--- src/rtl/i2c_bic_pkg.sv ---
// Package: shared types for the byte-complete interrupt controller.
// Assumes: nothing beyond IEEE 1800-2017 packages.
package i2c_bic_pkg;
    typedef enum logic {
        RPT_MATCH_ONLY = 1'b0,
        RPT_ANY_ADDR   = 1'b1
    } addr_rpt_e;

    typedef struct packed {
        logic tx_done;
        logic rx_done;
        logic arb_lost;
        logic own_match;
        logic gcall_match;
        logic addr_byte;
    } byte_evt_t;

    localparam logic FLAG_IDLE = 1'b1;
endpackage

--- src/rtl/i2c_bic_cause.sv ---
// Module: decodes the set and clear causes of the pending flag.
// Assumes: event inputs are single-cycle strobes or stable levels, all
// synchronous to clk. A clear needs the last-clock-fall strobe.
module i2c_bic_cause
    import i2c_bic_pkg::*;
(
    input  logic      enable,
    input  addr_rpt_e rpt_mode,
    input  logic      slave_rx,
    input  logic      last_clk_fall,
    input  byte_evt_t evt,
    input  logic      dat_wr,
    input  logic      sw_wr,
    input  logic      sw_wdata,
    output logic      set_evt,
    output logic      clr_evt
);
    logic addr_q;

    // Select which address event qualifies, depending on the reporting mode.
    always_comb begin
        if (!slave_rx)
            addr_q = 1'b0;
        else if (rpt_mode == RPT_ANY_ADDR)
            addr_q = evt.addr_byte;
        else
            addr_q = evt.own_match | evt.gcall_match;
    end

    // Combine byte completions with the last-clock-fall strobe.
    always_comb begin
        clr_evt = last_clk_fall & (evt.tx_done | evt.rx_done | evt.arb_lost | addr_q);
    end

    // Collect every cause that returns the flag to its idle value.
    always_comb begin
        set_evt = dat_wr | ~enable | (sw_wr & sw_wdata);
    end
endmodule

--- src/rtl/i2c_bic_flag.sv ---
// Module: holds the pending flag. A set cause takes priority over a clear cause.
// Assumes: synchronous active-low reset; reset leaves the flag at its idle value 1.
module i2c_bic_flag
    import i2c_bic_pkg::*;
(
    input  logic clk,
    input  logic rst_n,
    input  logic set_evt,
    input  logic clr_evt,
    output logic flag_q,
    output logic flag_d
);
    // Work out the next flag value, with set winning over clear.
    always_comb begin
        if (set_evt)      flag_d = 1'b1;
        else if (clr_evt) flag_d = 1'b0;
        else              flag_d = flag_q;
    end

    // Register the flag.
    always_ff @(posedge clk) begin
        if (!rst_n) flag_q <= FLAG_IDLE;
        else        flag_q <= flag_d;
    end

    assert_set_wins_R8: assert property (@(posedge clk) disable iff (!rst_n)
        set_evt |=> flag_q);
    assert_fall_needs_clear_R6: assert property (@(posedge clk) disable iff (!rst_n)
        $fell(flag_q) |-> $past(clr_evt));
    assert_rise_needs_set_R7: assert property (@(posedge clk) disable iff (!rst_n)
        $rose(flag_q) |-> $past(set_evt));
endmodule

--- src/rtl/i2c_bic_irq.sv ---
// Module: produces a one-cycle interrupt request on each 1-to-0 edge of the flag.
// Assumes: flag_d is the value the flag takes at the next edge, so the pulse
// lines up with the first cycle in which the flag reads 0.
module i2c_bic_irq (
    input  logic clk,
    input  logic rst_n,
    input  logic flag_q,
    input  logic flag_d,
    output logic irq_q
);
    // Register the falling edge of the flag as a pulse.
    always_ff @(posedge clk) begin
        if (!rst_n) irq_q <= 1'b0;
        else        irq_q <= flag_q & ~flag_d;
    end

    assert_irq_on_fall_R9: assert property (@(posedge clk) disable iff (!rst_n)
        irq_q |-> (!flag_q && $past(flag_q)));
    assert_irq_single_R9: assert property (@(posedge clk) disable iff (!rst_n)
        irq_q |=> !irq_q);
endmodule

--- src/rtl/i2c_byte_irq_ctrl.sv ---
// Module: top level of the byte-complete interrupt and SCL hold control.
// Assumes: all inputs are synchronous to clk, and the SCL driver acts on scl_hold.
module i2c_byte_irq_ctrl
    import i2c_bic_pkg::*;
(
    input  logic clk,
    input  logic rst_n,
    input  logic enable,
    input  logic addr_rpt_all,
    input  logic slave_rx,
    input  logic last_clk_fall,
    input  logic tx_done,
    input  logic rx_done,
    input  logic arb_lost,
    input  logic own_match,
    input  logic gcall_match,
    input  logic addr_byte,
    input  logic dat_wr,
    input  logic sw_wr,
    input  logic sw_wdata,
    output logic pend_flag,
    output logic irq_pulse,
    output logic scl_hold
);
    byte_evt_t evt;
    addr_rpt_e rpt_mode;
    logic      set_evt, clr_evt, flag_q, flag_d;

    // Gather the byte events into one bundle and pick the reporting mode.
    always_comb begin
        evt      = '{tx_done: tx_done, rx_done: rx_done, arb_lost: arb_lost,
                     own_match: own_match, gcall_match: gcall_match,
                     addr_byte: addr_byte};
        rpt_mode = addr_rpt_all ? RPT_ANY_ADDR : RPT_MATCH_ONLY;
    end

    i2c_bic_cause u_cause (
        .enable(enable), .rpt_mode(rpt_mode), .slave_rx(slave_rx),
        .last_clk_fall(last_clk_fall), .evt(evt), .dat_wr(dat_wr),
        .sw_wr(sw_wr), .sw_wdata(sw_wdata),
        .set_evt(set_evt), .clr_evt(clr_evt)
    );

    i2c_bic_flag u_flag (
        .clk(clk), .rst_n(rst_n), .set_evt(set_evt), .clr_evt(clr_evt),
        .flag_q(flag_q), .flag_d(flag_d)
    );

    i2c_bic_irq u_irq (
        .clk(clk), .rst_n(rst_n), .flag_q(flag_q), .flag_d(flag_d),
        .irq_q(irq_pulse)
    );

    // Drive the outputs: the hold request follows the inverse of the flag.
    always_comb begin
        pend_flag = flag_q;
        scl_hold  = ~flag_q;
    end

    assert_any_addr_clears_R5: assert property (@(posedge clk) disable iff (!rst_n)
        (enable && addr_rpt_all && slave_rx && last_clk_fall && addr_byte &&
         !dat_wr && !(sw_wr && sw_wdata)) |=> !pend_flag);
    assert_hold_release_R10: assert property (@(posedge clk) disable iff (!rst_n)
        $fell(scl_hold) |-> $past(dat_wr || !enable || (sw_wr && sw_wdata)));
    assert_tx_clears_R2: assert property (@(posedge clk) disable iff (!rst_n)
        (enable && last_clk_fall && tx_done && !dat_wr && !(sw_wr && sw_wdata))
        |=> (!pend_flag && scl_hold));
endmodule

--- config.mk ---
export PLATFORM = sky130hd
export DESIGN_NAME = i2c_byte_irq_ctrl
export DESIGN_NICKNAME = d
export VERILOG_FILES = /design/src/rtl/i2c_bic_pkg.sv /design/src/rtl/i2c_bic_cause.sv /design/src/rtl/i2c_bic_flag.sv /design/src/rtl/i2c_bic_irq.sv /design/src/rtl/i2c_byte_irq_ctrl.sv
export SDC_FILE = /design/constraint.sdc
export NUM_CORES = 1
export LEC_CHECK = 0
export BUFFER_PORTS_ARGS = -buffer_cell sky130_fd_sc_hd__buf_4
export CAP_MARGIN = 20
export CORE_AREA = 5 5 42 44
export DETAILED_ROUTE_END_ITERATION = 16
export DIE_AREA = 0 0 47 49
export PLACE_DENSITY = 0.3
export SKIP_CTS_REPAIR_TIMING = 1
export SLEW_MARGIN = 5
export SYNTH_ARGS = -nofsm -noshare
export SYNTH_HDL_FRONTEND = slang
export SYNTH_SLANG_ARGS = --single-unit
export TNS_END_PERCENT = 20
--- constraint.sdc ---
create_clock -name clk -period 0.8 [get_ports clk]
set_input_delay 0.12 -clock clk [delete_from_list [all_inputs] [get_ports clk]]
set_output_delay 0.12 -clock clk [all_outputs]
set_load 0.1 [all_outputs]
==> impl_metrics.toml <==
[global_route]
grt_pass1_vias = 196
grt_pass1_wl_um = 710
overflow = 0
track_usage_pct = 4.923
antenna_found_initial = 0
grt_max_degree = 4

[setup_path]
critPathMaxStageDelay_ps = 350
crit_slowest_cell = "dfxtp_4"
cp.depth = 2
crit-reg2reg-launch = "u_flag.flag_q"
path_max_fanout = 3
crit_arrival_ps = 860
worstPathCellList = "clkinvlp_4, buf_6"
r2r-end = "u_flag.flag_q"
crit_type = "reg -> out"
end_kind = "primary output"
endpoint = "scl_hold"
rrSetupSlack_ps = 50
crit_start = "u_flag.flag_q"
r2r_cells = 3
cp_num_buf_inv = 2
worst_setup_path_start_kind = "register"
cp_top_family = "flip-flops"
required_ps = 680

[timing]
rsz0062_at_grt = "yes"
relSlewSlack_pct = 75.15
hold_ws_ps = 99.83
period_needed_ps = 980.8
skew_ps = 4.341
slew_violations = 0
fin_crit_sh_pct = 122.6
max_slew.worst_pin.slew_ps = 369.6
setup_ws_ps = -180.8
hold_viol = 0
finalSetupViolations = 3
fmax_ghz = 1.020

[detailed_routing]
drt-total-wl_um = 451
ant_nets = 0
wire_per_inst_um = 9.020
drt-initial-drc-count = 0
vias = 173
drc = 0
drt-vias-per-instance = 3.460
firstDrtPassIters = 1

[min_path]
hold_path.class = "in -> reg"
whs_path_depth = 3

[cts]
cts_buffer_depth = 2
numClockSinks = 2
cts_buffers = 3
h-tree-depth = 1
cts_tree = "yes"
root_buffer = "clkbuf_4"
clkTransAtPathRegs_ps = 30
clkLatencyLatePin_ps = 230

[synth]
synth-edff-count = 0
synth_commonest_cells = "dfxtp_1 (2), nand2_1 (2), o31ai_1 (2)"
ys.flop_type = "dfxtp_1"
synth_top_area_share_pct = 38.55
synth.distinct_cells = 9
synth_top_area_cell = "dfxtp_1"
syn_area_um2 = 103.9
ys_async_sr_fraction_pct = 0
synth_sequential_area_ratio_pct = 38.55
synthTopCellsByArea = "dfxtp_1 (39%), o31ai_1 (14%), nor2b_4 (13%), a211oi_1 (7.2%), nand2_1 (7.2%)"
avgSynthCellArea_um2 = 8.654
synth_seq_cells = 2
yosys_warnings = 0
syn_inst = 12
syn_nets = 27

[floorplan]
num_rows = 14
dieArea_um2 = 2303
ioPinCount = 18
core_um2 = 1401
die_w_um = 47
start_util_pct = 7.411
die_y_um = 49

[final_layout]
final_cells = 50
finalNetCount = 50
syn2layout_area_growth_pct = 206.0
drive_above_1_share_pct = 76.47
antennaDiodeCount = 0

[power]
p_total_uw = 472.3
p_per_area_nw_per_um2 = 1486
power_frac_seq_pct = 22.1
swShare_pct = 25.30
peakVddDrop_v = 0.0003925
internal-power_uw = 352.8
switchingPower_uw = 119.5
power.leakage_nw = 0.1483
clkPwrFrac_pct = 52.4
power_frac_comb_pct = 25.5

[placement]
dp_worst_setup_slack_ps = -96.70
place_inst = 46
gp_congestion = 0.6421
portBuffers = 17
place_hpwl_um = 395.9

[outcome]
violations = "negative setup slack"
status = "complete, but fails checks"

[job]
cap_violations = 0
==> cell usage in the layout, fill, tap and decap left out, drive strengths merged <==
cell type	instances
buf	18
clkbuf	4
nand2	2
o31ai	2
dfxtp	2
nor3	1
nor2b	1
a211oi	1
and3	1
clkinvlp	1
o21ai	1
==> kinds of logic (layout without fill, tap and decap cells) <==
logic type | count (synthesis) | count (layout) | share of synthesized area (%)
AOI/OAI and AO/OA | 4 | 4 | 26.50
buffers and inverters | 1 | 23 | 3.611
DFF | 2 | 2 | 38.56
and+or+nand+nor | 5 | 5 | 31.32
==> through the flow <==
step / setup TNS [ps] / utilization (%) / instance area, µm²
4_1_cts: -591.6 / 20.89 / 292.8
6_report: -347.5 / 22.68 / 317.8
3_3_place_gp: -141.0 / 19.02 / 266.5
5_1_grt: -447.0 / 22.68 / 317.8
3_5_place_dp: -156.5 / 19.02 / 266.5
2_1_floorplan: -1150 / - / 111.4
==> worst register-to-register path, cell delays in order (launching register included) <==
cell        delay, ps
dfxtp_4           360
clkinvlp_4         90
buf_4             130
o21ai_2           110
==> power by group through the flow <==
stage                     Combinational, mW  Sequential, mW  Clock, mW
after floorplan                      0.0274           0.125          0
after global placement                0.113           0.104          0
after detailed placement              0.114           0.105          0
after CTS                             0.115           0.103      0.265
after global routing                  0.128           0.105      0.275
final                                 0.120           0.105      0.247
==> area by class of cell <==
class	count	area, µm²
Clock buffer	4	26.28
Fill cell	169	1084
Inverter	1	7.507
Multi-Input combinational cell	9	63.81
Sequential cell	2	45.04
Tap cell	16	20.02
Timing Repair Buffer	18	155.1
==> per-layer routing <==
layer	vias to the layer above	global-route usage (%)	wire length (µm)
met5	-	0	0
met2	16	5.656	192
met1	68	4.376	155
li1	89	-	-
met4	0	5.530	0
met3	0	4.797	103
==> worst min-delay path by stage <==
| stage | from | end | slack, ps |
|---|---|---|---|
| after floorplan | dat_wr | u_flag.flag_q | 240 |
| after global placement | dat_wr | u_flag.flag_q | 340 |
| after detailed placement | dat_wr | u_flag.flag_q | 340 |
| after CTS | dat_wr | u_flag.flag_q | 110 |
| after global routing | dat_wr | u_flag.flag_q | 110 |
| final | dat_wr | u_flag.flag_q | 100 |
==> state kept, by name (all words and copies together) (netlist names) <==
signal and count:
u_flag.flag_q 1, u_irq.irq_q 1
No activity file was read; power rests on OpenSTA's default activity.
